===== config.mk =====
export PLATFORM = sky130hd
export DESIGN_NAME = domain_guard
export DESIGN_NICKNAME = d
export VERILOG_FILES = /design/src/rtl/dg_pkg.sv /design/src/rtl/dg_ctrl_reg.sv /design/src/rtl/dg_policy.sv /design/src/rtl/dg_fault_capture.sv /design/src/rtl/domain_guard.sv
export SDC_FILE = /design/constraint.sdc
export NUM_CORES = 1
export LEC_CHECK = 0
export ABC_AREA = 1
export CORE_UTILIZATION = 45
export CTS_CLUSTER_SIZE = 25
export DETAILED_ROUTE_END_ITERATION = 16
export GPL_TIMING_DRIVEN = 0
export PLACE_DENSITY = 0.92
export SETUP_SLACK_MARGIN = 0.2
export SLEW_MARGIN = 20
export SYNTH_ARGS = -nofsm -noshare
export SYNTH_HDL_FRONTEND = slang
export SYNTH_SLANG_ARGS = --single-unit
export TNS_END_PERCENT = 100

===== constraint.sdc =====
create_clock -name clk -period 3.8 [get_ports clk]
set_input_delay 0.76 -clock clk [delete_from_list [all_inputs] [get_ports clk]]
set_output_delay 0.76 -clock clk [all_outputs]
set_load 0.03 [all_outputs]

===== src/rtl/dg_pkg.sv =====
package dg_pkg;

   typedef enum logic [1:0] {
      POL_BLOCK  = 2'b00,
      POL_CLIENT = 2'b01,
      POL_RSVD   = 2'b10,
      POL_MGR    = 2'b11
   } dom_pol_e;

   localparam logic [3:0] FLT_DOMAIN = 4'h9;
   localparam logic [3:0] FLT_PERM   = 4'hD;

   // Width of one policy field in the control register.
   localparam int unsigned POL_W = 2;

endpackage


===== src/rtl/dg_ctrl_reg.sv =====
module dg_ctrl_reg #(
   parameter int unsigned CTRL_W = 32
) (
   input  logic              clk,
   input  logic              rst_n,
   input  logic              wr,
   input  logic [CTRL_W-1:0] wdata,
   output logic [CTRL_W-1:0] q
);

   always_ff @(posedge clk) begin
      if (!rst_n)  q <= '0;
      else if (wr) q <= wdata;
   end

endmodule


===== src/rtl/dg_policy.sv =====
module dg_policy
   import dg_pkg::*;
#(
   parameter int unsigned DOM_W = 4,
   localparam int unsigned NUM_DOM = 1 << DOM_W,
   localparam int unsigned CTRL_W  = POL_W * NUM_DOM
) (
   input  logic [CTRL_W-1:0] ctrl,
   input  logic [DOM_W-1:0]  domain,
   input  logic              valid,
   input  logic              mmu_on,
   input  logic              perm_ok,
   output logic              grant,
   output logic              dom_flt,
   output logic              perm_flt
);

   dom_pol_e pol_arr [NUM_DOM];
   dom_pol_e pol;

   for (genvar d = 0; d < NUM_DOM; d++) begin : g_field
      assign pol_arr[d] = dom_pol_e'(ctrl[POL_W*d +: POL_W]);
   end

   assign pol = pol_arr[domain];

   always_comb begin
      grant    = 1'b0;
      dom_flt  = 1'b0;
      perm_flt = 1'b0;
      if (valid) begin
         if (!mmu_on) begin
            grant = 1'b1;
         end else begin
            unique case (pol)
               POL_BLOCK, POL_RSVD: dom_flt = 1'b1;
               POL_CLIENT: begin
                  grant    = perm_ok;
                  perm_flt = !perm_ok;
               end
               POL_MGR: grant = 1'b1;
               default: dom_flt = 1'b1;
            endcase
         end
      end
   end

endmodule


===== src/rtl/dg_fault_capture.sv =====
module dg_fault_capture
   import dg_pkg::*;
#(
   parameter int unsigned DOM_W  = 4,
   parameter int unsigned ADDR_W = 32,
   parameter int unsigned FSR_W  = 32,
   parameter int unsigned ZERO_W = 4,
   localparam int unsigned DEF_W = 8 + ZERO_W
) (
   input  logic              clk,
   input  logic              rst_n,
   input  logic              valid,
   input  logic              dom_flt,
   input  logic              perm_flt,
   input  logic [DOM_W-1:0]  domain,
   input  logic [ADDR_W-1:0] addr,
   output logic              fault_pulse,
   output logic [3:0]        fault_code,
   output logic [FSR_W-1:0]  fsr_q,
   output logic [ADDR_W-1:0] far_q
);

   logic             faulted_q;
   logic             first_flt;
   logic [3:0]       code_now;
   logic [DEF_W-1:0] def_word;
   logic [FSR_W-1:0] word;

   assign first_flt = valid && (dom_flt || perm_flt) && !faulted_q;
   assign code_now  = dom_flt ? FLT_DOMAIN : FLT_PERM;

   always_comb begin
      def_word              = '0;
      def_word[3:0]         = code_now;
      def_word[4 +: DOM_W]  = domain;
   end

   if (FSR_W > DEF_W) begin : g_pad
      assign word = {{(FSR_W-DEF_W){1'b0}}, def_word};
   end else begin : g_nopad
      assign word = def_word;
   end

   always_ff @(posedge clk) begin
      if (!rst_n) begin
         faulted_q   <= 1'b0;
         fault_pulse <= 1'b0;
         fault_code  <= '0;
         fsr_q       <= '0;
         far_q       <= '0;
      end else begin
         faulted_q   <= valid && (faulted_q || first_flt);
         fault_pulse <= first_flt;
         fault_code  <= first_flt ? code_now : 4'h0;
         if (first_flt) begin
            fsr_q <= word;
            far_q <= addr;
         end
      end
   end

endmodule


===== src/rtl/domain_guard.sv =====
module domain_guard
   import dg_pkg::*;
#(
   parameter int unsigned DOM_W  = 4,
   parameter int unsigned ADDR_W = 32,
   parameter int unsigned FSR_W  = 32,
   parameter int unsigned ZERO_W = 4,
   localparam int unsigned NUM_DOM = 1 << DOM_W,
   localparam int unsigned CTRL_W  = POL_W * NUM_DOM
) (
   input  logic              clk,
   input  logic              rst_n,
   input  logic              dacr_wr,
   input  logic [CTRL_W-1:0] dacr_wdata,
   output logic [CTRL_W-1:0] dacr_q,
   input  logic              mmu_on,
   input  logic              acc_valid,
   input  logic [DOM_W-1:0]  acc_domain,
   input  logic [ADDR_W-1:0] acc_addr,
   input  logic              perm_ok,
   output logic              acc_grant,
   output logic              fault_pulse,
   output logic [3:0]        fault_code,
   output logic [FSR_W-1:0]  fsr_q,
   output logic [ADDR_W-1:0] far_q
);

   if (DOM_W < 1 || DOM_W > 4) begin : g_bad_dom
      $error("DOM_W must lie in 1..4 to fit the status domain field");
   end
   if (ZERO_W != 1 && ZERO_W != 4) begin : g_bad_zero
      $error("ZERO_W must be 1 or 4");
   end
   if (FSR_W < 8 + ZERO_W) begin : g_bad_fsr
      $error("FSR_W too small for the defined status fields");
   end

   logic dom_flt, perm_flt;

   dg_ctrl_reg #(.CTRL_W(CTRL_W)) i_ctrl (
      .clk   (clk),
      .rst_n (rst_n),
      .wr    (dacr_wr),
      .wdata (dacr_wdata),
      .q     (dacr_q)
   );

   dg_policy #(.DOM_W(DOM_W)) i_policy (
      .ctrl     (dacr_q),
      .domain   (acc_domain),
      .valid    (acc_valid),
      .mmu_on   (mmu_on),
      .perm_ok  (perm_ok),
      .grant    (acc_grant),
      .dom_flt  (dom_flt),
      .perm_flt (perm_flt)
   );

   dg_fault_capture #(
      .DOM_W  (DOM_W),
      .ADDR_W (ADDR_W),
      .FSR_W  (FSR_W),
      .ZERO_W (ZERO_W)
   ) i_capture (
      .clk         (clk),
      .rst_n       (rst_n),
      .valid       (acc_valid),
      .dom_flt     (dom_flt),
      .perm_flt    (perm_flt),
      .domain      (acc_domain),
      .addr        (acc_addr),
      .fault_pulse (fault_pulse),
      .fault_code  (fault_code),
      .fsr_q       (fsr_q),
      .far_q       (far_q)
   );

endmodule


==> run metrics, run 1 <==
vias in the first global route 3794; Filler cells 611; clock skew 0.00807 ns; Tcrit/Tclk final a little over 90%; final setup violation count 0; synthesized instance count between 500 and 600; RSZ-0062 raised after global routing no; total CTS buffers 9; GR Util All Layers between 20% and 30%; DR iter-0 viols approximately 140; Hold Path Depth 2; GR Util met3 5.28%; 1st-pass router iterations 5; synthesized cell area about 0.0037 mm^2; met1 usage 27.1%; ANT nets after route 0; layout cell share with drive strength beyond 1 7.98%; die height 93.1 um; die area 0.00867 mm^2; LEAKAGE 2.74 nW; core area 0.00789 mm^2; critical path data required time 3.04 ns; routing usage on met2 between 40% and 50%; critical path cell sequence clkdlybuf4s50_1 -> inv_1 -> nand3_1 -> nand3_1 -> nand3_1 -> nand2_4 -> buf_6 -> buf_6 -> a21boi_1 -> clkdlybuf4s15_2; path depth of the worst reg2reg path 12; Slowest-stage cell, CP clkdlybuf4s50_1; Ys Warns 0; Placement Setup Slack -0.271 ns; Slew Limit Fails 0; port bufs 147; Crit. End Element output pin; Routed WL 10600 um; Final min period 3.52 ns; clock slew at reported path FFs 0.07 ns; detailed-route vias per instance 4.69; Starting Density 47.4%; Critical Path Fanout Max 10; slowest stage delay, CP 0.60 ns; Synth Register Bits 74; peak supply drop between 0.00015 and 0.0002 V; fin nets about 820; area of the multi-input gates 0.00145 mm^2; vias 4001; crit path DAT 2.76 ns; status complete, no violations; Post-route DRC 0; crit start category input port; total power 2.02 mW; register area approximately 0.0015 mm^2; Fmax between 0.2 and 0.3 GHz; first-pass GRT wire length 16900 um; Crit path top cell by count nand3_1; hpwl dp 8160 um; grt peak-use layer met2; worst skew pair latency between 0.3 and 0.4 ns; placer's final routability congestion estimate 0.888; routed len/inst 12.4 um; Final Hold Viols 0; Slew HR 59.8%; commonest non-fill, non-tap cell in the layout clkdlybuf4s50_1; clk root buf clkbuf_8; Worst-Margin Slew about 0.60 ns; Die X 93.1 um; initial antenna violation count 0; CTS tree built; Yosys cell types 23; Layout area overhead 49.7%; MaxCap Viol Count 0; Syn Area/Cell between 6 and 7 um^2; Pwr Density 361 mW/mm^2; ant diodes 0; largest net degree at the start of global routing 12; post-synthesis sequential area ratio between 30% and 40%; hold crit path type reg -> reg; GRT overflow 0; FP Rows 32; I/O pin count about 180; Final WS setup 0.278 ns; CTS H-tree depth 3; clock buffer depth 2; CP Class in -> out; most frequent cells in the layout clkdlybuf4s50_1, inv_1, nand2_1, dfxtp_1, nor2_1; TritonCTS Sinks 74
## stage by stage
stage,std cells,hold slack [ns],cell area (um^2),util [%],setup TNS (ns)
after global placement,838,0.452,5430,68.8,-0.176
after floorplan,589,0.577,3830,-,0
after detailed placement,838,0.457,5430,68.8,-0.271
final,854,0.466,5600,70.9,0
after global routing,854,0.500,5600,70.9,0
after CTS,854,0.468,5600,70.9,0
## layout make-up
cell class	instances	area share (%)
flip-flops and latches	74	26.5
repair buffers	147	26.3
multi-input cells	322	25.9
inverters	132	8.86
plain buffers	61	7.25
clock buffers	14	2.73
well taps	102	2.28
clock inverters	2	0.224
## registers in the layout, indices dropped and copies added, names as in the netlist
name and cells:
i_capture.fault_code 2, i_capture.far_q 32, i_capture.fault_pulse 1, i_ctrl.q 32, i_capture.faulted_q 1, i_capture.fsr_q 6
## logic make-up after synthesis
kind of cell	share of synthesized area [%]
simple gates	27.2
compound gates	8.97
buf+inv	24.1
flops	39.6
other cells	0.100
## Yosys cell counts
| cell | n | area (um^2) |
|---|---|---|
| nand4_2 | 1 | 12.5 |
| buf_6 | 9 | 101 |
| dfxtp_1 | 74 | 1480 |
| conb_1 | 1 | 3.75 |
| nor2_2 | 2 | 12.5 |
| nor2_1 | 72 | 270 |
| o21ai_1 | 3 | 15.0 |
| clkbuf_1 | 15 | 56.3 |
| buf_1 | 6 | 22.5 |
| nand4_1 | 36 | 225 |
| a21oi_1 | 19 | 95.1 |
| nand2_2 | 1 | 6.26 |
| buf_4 | 28 | 210 |
| nand3_4 | 1 | 17.5 |
| inv_2 | 1 | 3.75 |
| nand2_4 | 1 | 11.3 |
| nand2_1 | 100 | 375 |
| nand3_1 | 17 | 85.1 |
| a21boi_1 | 1 | 7.51 |
| buf_2 | 3 | 15.0 |
| inv_1 | 131 | 492 |
| o211ai_1 | 3 | 22.5 |
| o21ai_0 | 39 | 195 |
## metal layers
metal,wire [um],vias up
li1,-,2020
met4,180,0
met5,0,-
met3,759,16
met2,5420,158
met1,4250,1807
## critical path, delay by kind of cell
kind / cells / cell delay, ns
buffers and inverters: 5 / 1.39
AND/OR/NAND/NOR: 4 / 0.44
AO/OA/AOI/OAI: 1 / 0.15
## power by group
part           total (mW)  switching (mW)  leakage, nW  internal (mW)
Combinational       0.623           0.356         2.04          0.266
Clock               0.532           0.276       0.0807          0.255
Sequential          0.868          0.0343        0.611          0.834
Total                2.02           0.667         2.74           1.36
## what timing repair did
item,CTS,global route
endpoints found under the setup margin,1,0
setup buffers,0,0
resized for setup,4,0
hold buffers,0,0
## final timing paths
check	start	end	slack, ns
max	acc_domain[2]	acc_grant	0.28
min	i_capture.fsr_q[3]	i_capture.fsr_q[3]	0.47
max reg2reg	i_ctrl.q[21]	i_capture.far_q[1]	2.17
min reg2reg	i_capture.fsr_q[3]	i_capture.fsr_q[3]	0.47
Note: power is estimated with default switching activity, not from simulation.
==> run 2: changes to the inputs <==
Settings changed: CTS_BUF_LIST from default to sky130_fd_sc_hd__clkbuf_8 sky130_fd_sc_hd__clkbuf_16, SKIP_LAST_GASP from default to 1.
==> run 2 against run 1 <==
  * Maximum frequency rose by 0.16%
  * Critical endpoint unchanged
  * Count of clock-buffer cells in the layout fell by 4
  * First-iteration DRC count fell by 1.4%
  * Non-clock buffer count did not move
  * Clock power fell by 2%
  * Clock skew barely moved
  * Wire length rose by 0.14%
  * Combinational power barely moved
  * Die area did not move
  * Sequential share of layout area did not move
  * Power fell by 0.42%
==> run metrics, run 2 (synthesis gave the netlist of run 1 again) <==
crit path DAT ~2.8 ns; first-pass GRT wire length 16900 um; CTS H-tree depth 3; DR iter-0 viols about 140; clock skew approximately 0.0084 ns; Die X 93.1 um; internal power between 1 and 1.5 mW; Final WS setup 0.284 ns; ANT nets after route 0; GRT overflow 0; critical path cell sequence clkdlybuf4s50_1 -> inv_1 -> nand3_1 -> nand3_1 -> nand3_1 -> nand2_4 -> buf_6 -> buf_6 -> a21boi_1 -> clkdlybuf4s15_2; placer's final routability congestion estimate 0.888; die height 93.1 um; Placement Setup Slack -0.271 ns; post-CTS setup buffer count 0; status complete, no violations; Hold Path Depth 2; Slew HR 59.8%; vias in the first global route 3794; hold-fix buffers at CTS 0; Inst Count DP around 840; Largest regs i_capture.far_q x32, i_ctrl.q x32, i_capture.fsr_q x6; GR Util All Layers 24.5%; commonest non-fill, non-tap cell in the layout clkdlybuf4s50_1; Slew Limit Fails 0; CTS tree built; die area 0.00867 mm^2; fin nets 821; Crit path top cell by count nand3_1; setup TNS 0 ns; Final min period 3.52 ns; Final Hold Viols 0; port bufs between 100 and 150; Routed WL 10600 um; hpwl dp 8160 um; ant diodes 0; hold wc startpoint i_capture.fsr_q[3]; detailed-route vias per instance 4.70; LEAKAGE between 2 and 3 nW; Flop pwr share 43.1%; routed len/inst about 12 um; crit start category input port; critical path data required time 3.04 ns; initial antenna violation count 0; clock slew at reported path FFs about 0.070 ns; most frequent cells in the layout clkdlybuf4s50_1, inv_1, nand2_1, dfxtp_1, nor2_1; Worst-Margin Slew approximately 0.6 ns; Layout area overhead 49.7%; placed standard-cell area between 0.005 and 0.006 mm^2; clk root buf clkbuf_8; MaxCap Viol Count 0; fin util 70.9%; hold crit path type reg -> reg; Critical Path Fanout Max 10; slowest stage delay, CP 0.60 ns; Critical R2R Capture i_capture.far_q[1]; Tcrit/Tclk final 92.5%; P_sw 0.669 mW; Final Instance Area about 0.0056 mm^2; clock buffer depth 2; peak supply drop 0.000196 V; final setup violation count 0; Sw Share 33.2%; layout cell share with drive strength beyond 1 7.98%; Worst R2R Start i_ctrl.q[21]; worst skew pair latency around 0.34 ns; Fmax 0.284 GHz; total CTS buffers 9; 1st-pass router iterations 5; core area roughly 0.008 mm^2; clock share of power 26.0%; Reg2Reg Setup Slack around 2.1 ns; CP Class in -> out; Slowest-stage cell, CP clkdlybuf4s50_1; I/O pin count 176; FP Rows 32; vias 4014; combinational share of power a little under a third; worst path buffer plus inverter count 5; post-route insts no fill 854; delay-heaviest family, CP buffers and inverters; RSZ-0062 raised after global routing no; Pwr Density 360 mW/mm^2; path depth of the worst reg2reg path 12; Crit. End Element output pin; Filler cells around 610; Starting Density 47.4%; TritonCTS Sinks 74; Post-route DRC 0; largest net degree at the start of global routing 12; WHS Endpoint i_capture.fsr_q[3]
run 2: cell count changes in the layout (fill, tap and decap cells not counted):
cell      change
inv_1         +4
clkbuf_1      -4
run 2: worst max path at each step:
stage	start	end	slack, ns	cells after the start
detailed placement	acc_domain[1]	acc_grant	-0.27	13
global placement	acc_domain[1]	acc_grant	-0.18	13
CTS	acc_domain[2]	acc_grant	0.31	10
floorplan	acc_domain[0]	acc_grant	0.80	11
finish	acc_domain[2]	acc_grant	0.28	10
global route	acc_domain[2]	acc_grant	0.21	10
run 2: worst min-delay path, stage by stage (launching register included):
cell	delay (ns)
dfxtp_1	0.33
nand2_1	0.06
nand2_1	0.04
run 2: cell type report:
| cell class | instances | area, um^2 | share of cell area (%) |
|---|---|---|---|
| multi-input cells | 322 | 1450 | 25.9 |
| clock inverters | 6 | 27.5 | 0.492 |
| plain buffers | 61 | 405 | 7.25 |
| well taps | 102 | 128 | 2.28 |
| clock buffers | 10 | 138 | 2.46 |
| flip-flops and latches | 74 | 1480 | 26.5 |
| repair buffers | 147 | 1470 | 26.3 |
| inverters | 132 | 495 | 8.86 |
run 2: routing by layer:
| layer | GRT usage [%] | share of wire, % |
|---|---|---|
| met5 | 0 | 0 |
| met4 | 9.10 | 1.7 |
| met3 | 5.28 | 7.2 |
| met2 | 45.6 | 51 |
| met1 | 27.1 | 40 |
run 2: power by group through the flow:
stage / Sequential, mW / Combinational, mW / Clock (mW)
2_1_floorplan: 0.993 / 0.261 / 0
6_report: 0.868 / 0.623 / 0.523
3_5_place_dp: 0.885 / 0.618 / 0
5_1_grt: 0.873 / 0.674 / 0.562
3_3_place_gp: 0.882 / 0.604 / 0
4_1_cts: 0.867 / 0.620 / 0.530
run 2: timing repair:
action / in CTS / in global routing
endpoints found under the setup margin: 1 / 0
endpoints found under the hold margin: 0 / 0
resized for setup: 4 / 0
run 2: through the flow:
| stage | hold WS, ns | total power, mW |
|---|---|---|
| 2_1_floorplan | 0.577 | 1.25 |
| 3_3_place_gp | 0.452 | 1.49 |
| 3_5_place_dp | 0.457 | 1.50 |
| 4_1_cts | 0.468 | 2.02 |
| 5_1_grt | 0.500 | 2.11 |
| 6_report | 0.466 | 2.01 |
==> run 3: changes to the inputs <==
Settings changed: CORE_UTILIZATION 45 to 37, PLACE_DENSITY 0.92 to 0.81.
Clock period 3.8 ns to 2.85 ns, I/O delays scaled along.
==> run 3 against run 2 <==
  * Clock skew is 0.0080 ns higher
  * Wire length stayed put
  * Hold slack better by 0.016 ns
  * Power is 52% higher
  * Critical path type unchanged
  * Largest power group unchanged
  * Core utilization is 12 points lower
  * Cell count is 4.0% higher
  * Setup slack worse by 0.023 ns
  * Critical path depth is 1 lower
  * Largest cell class unchanged
  * Sequential share of layout area is 0.89 points lower
  * First-iteration DRC count is 19% lower
==> run metrics, run 3 (synthesis gave the netlist of run 1 again) <==
Post-route DRC 0; LEAKAGE between 2 and 3 nW; FP Rows 36; clock skew 0.0163 ns; Worst-Margin Slew 0.585 ns; commonest non-fill, non-tap cell in the layout clkdlybuf4s50_1; final setup violation count 0; RSZ-0062 raised after global routing no; Layout area overhead 54.9%; largest net degree at the start of global routing 13; ANT nets after route 0; Routed WL 10600 um; Slew Limit Fails 0; MaxCap Viol Count 0; Highest Signal Layer met4; CP Class in -> out; Critical Path Fanout Max 10; hold crit path type reg -> reg; routed len/inst 12.0 um; detailed-route vias per instance 4.44; path depth of the worst reg2reg path 13; Reg2Reg Setup Slack roughly 1.2 ns; port bufs approximately 150; ant diodes 0; total CTS buffers 9; Final min period 2.59 ns; Die X around 100 um; CTS H-tree depth 3; Worst R2R Start i_ctrl.q[0]; TritonCTS Sinks 74; worst skew pair latency 0.34 ns; Tcrit/Tclk final between 90% and 100%; peak supply drop between 0.0003 and 0.0004 V; crit start category input port; fin nets approximately 800; placer's final routability congestion estimate 0.829; I/O pin count 176; critical path data required time 2.28 ns; first-pass GRT wire length 16500 um; hold-fix buffers at CTS 0; fin util 59.2%; Crit. End Element output pin; clk root buf clkbuf_8; status complete, no violations; 1st-pass router iterations 4; initial antenna violation count 0; clock slew at reported path FFs 0.08 ns; Fmax 0.386 GHz; Critical Path Start acc_domain[3]; Pwr Density 530 mW/mm^2; Final Hold Viols 0; most frequent cells in the layout clkdlybuf4s50_1, inv_1, nand2_1, dfxtp_1, nor2_1; core area between 0.009 and 0.01 mm^2; crit path DAT 2.02 ns; met3 wire len 655 um; worst hold margin 0.481 ns; met1 wire length between 4000 and 5000 um; Slew HR 61.0%; CTS tree built; Critical R2R Capture i_capture.far_q[1]; layout cell share with drive strength beyond 1 around a tenth; hold wc startpoint i_ctrl.q[31]; vias roughly 4000; clock buffer depth 2; CP endpoint acc_grant; GRT overflow 0; die area 0.0105 mm^2; Largest regs i_capture.far_q x32, i_ctrl.q x32, i_capture.fsr_q x6; WL met2 5400 um; hpwl dp 8120 um; DR iter-0 viols 112; GR Util All Layers 20.0%; die height 103 um; Starting Density around two fifths; vias in the first global route between 3000 and 4000
-- run 3: changes by cell type in the layout (fill, tap and decap cells not counted), moves of 3 or more --
cell / previous run / this run
o21ai_1: 3 / 7
buf_4: 28 / 31
bufinv_16: 0 / 4
nand3_2: 0 / 4
o21ai_0: 39 / 35
inv_1: 135 / 129
nand3_1: 17 / 13
-- run 3: worst min path at each step --
stage,to,depth (start not counted)
final,i_ctrl.q[31],2
after global routing,i_ctrl.q[31],2
after CTS,i_ctrl.q[31],2
after detailed placement,i_ctrl.q[31],2
after global placement,i_capture.fsr_q[3],2
after floorplan,i_capture.fsr_q[3],2
-- run 3: area by class of cell --
| type | instances | area [um^2] |
|---|---|---|
| Clock buffer | 10 | 138 |
| Multi-Input combinational cell | 322 | 1470 |
| Tap cell | 133 | 166 |
| Sequential cell | 74 | 1480 |
| Timing Repair Buffer | 150 | 1500 |
| Inverter | 132 | 499 |
| Fill cell | 898 | 3980 |
| Buffer | 61 | 409 |
| Clock inverter | 6 | 129 |
-- run 3: repair_timing --
| action | CTS | global route |
|---|---|---|
| endpoints found under the setup margin | 1 | 1 |
| gates resized for setup | 16 | 13 |
| cloned | 0 | 0 |
| pin swaps | 0 | 7 |
| setup buffers | 0 | 3 |
-- run 3: power breakdown --
group	internal (mW)	switching [mW]	leakage, nW
clock	0.690	0.384	0.138
sequential	1.11	0.0454	0.611
combinational	0.364	0.475	2.07
total	2.17	0.904	2.81
-- run 3: metal layers --
metal  vias to the layer above  track usage [%]
met5                         -                0
met3                        18             4.75
li1                       2020                -
met2                       137             36.0
met1                      1764             23.1
met4                         0             7.14
-- run 3: worst max-delay path, cell delays in order --
cell	delay [ns]
clkdlybuf4s50_1	0.45
inv_2	0.11
nand3_1	0.10
nand2_2	0.11
nand2_4	0.07
buf_8	0.14
buf_6	0.14
a21boi_2	0.16
buf_6	0.15
-- run 3: through the flow --
stage	TNS, ns	cell area, um^2	power (mW)	worst slack (ns)	cells
after floorplan	0	3830	1.67	0.230	589
after global placement	-0.816	5470	1.99	-0.816	869
after detailed placement	-0.816	5470	2.00	-0.816	869
after CTS	0	5740	3.08	0.219	885
after global routing	0	5790	3.22	0.205	888
final	0	5790	3.07	0.261	888
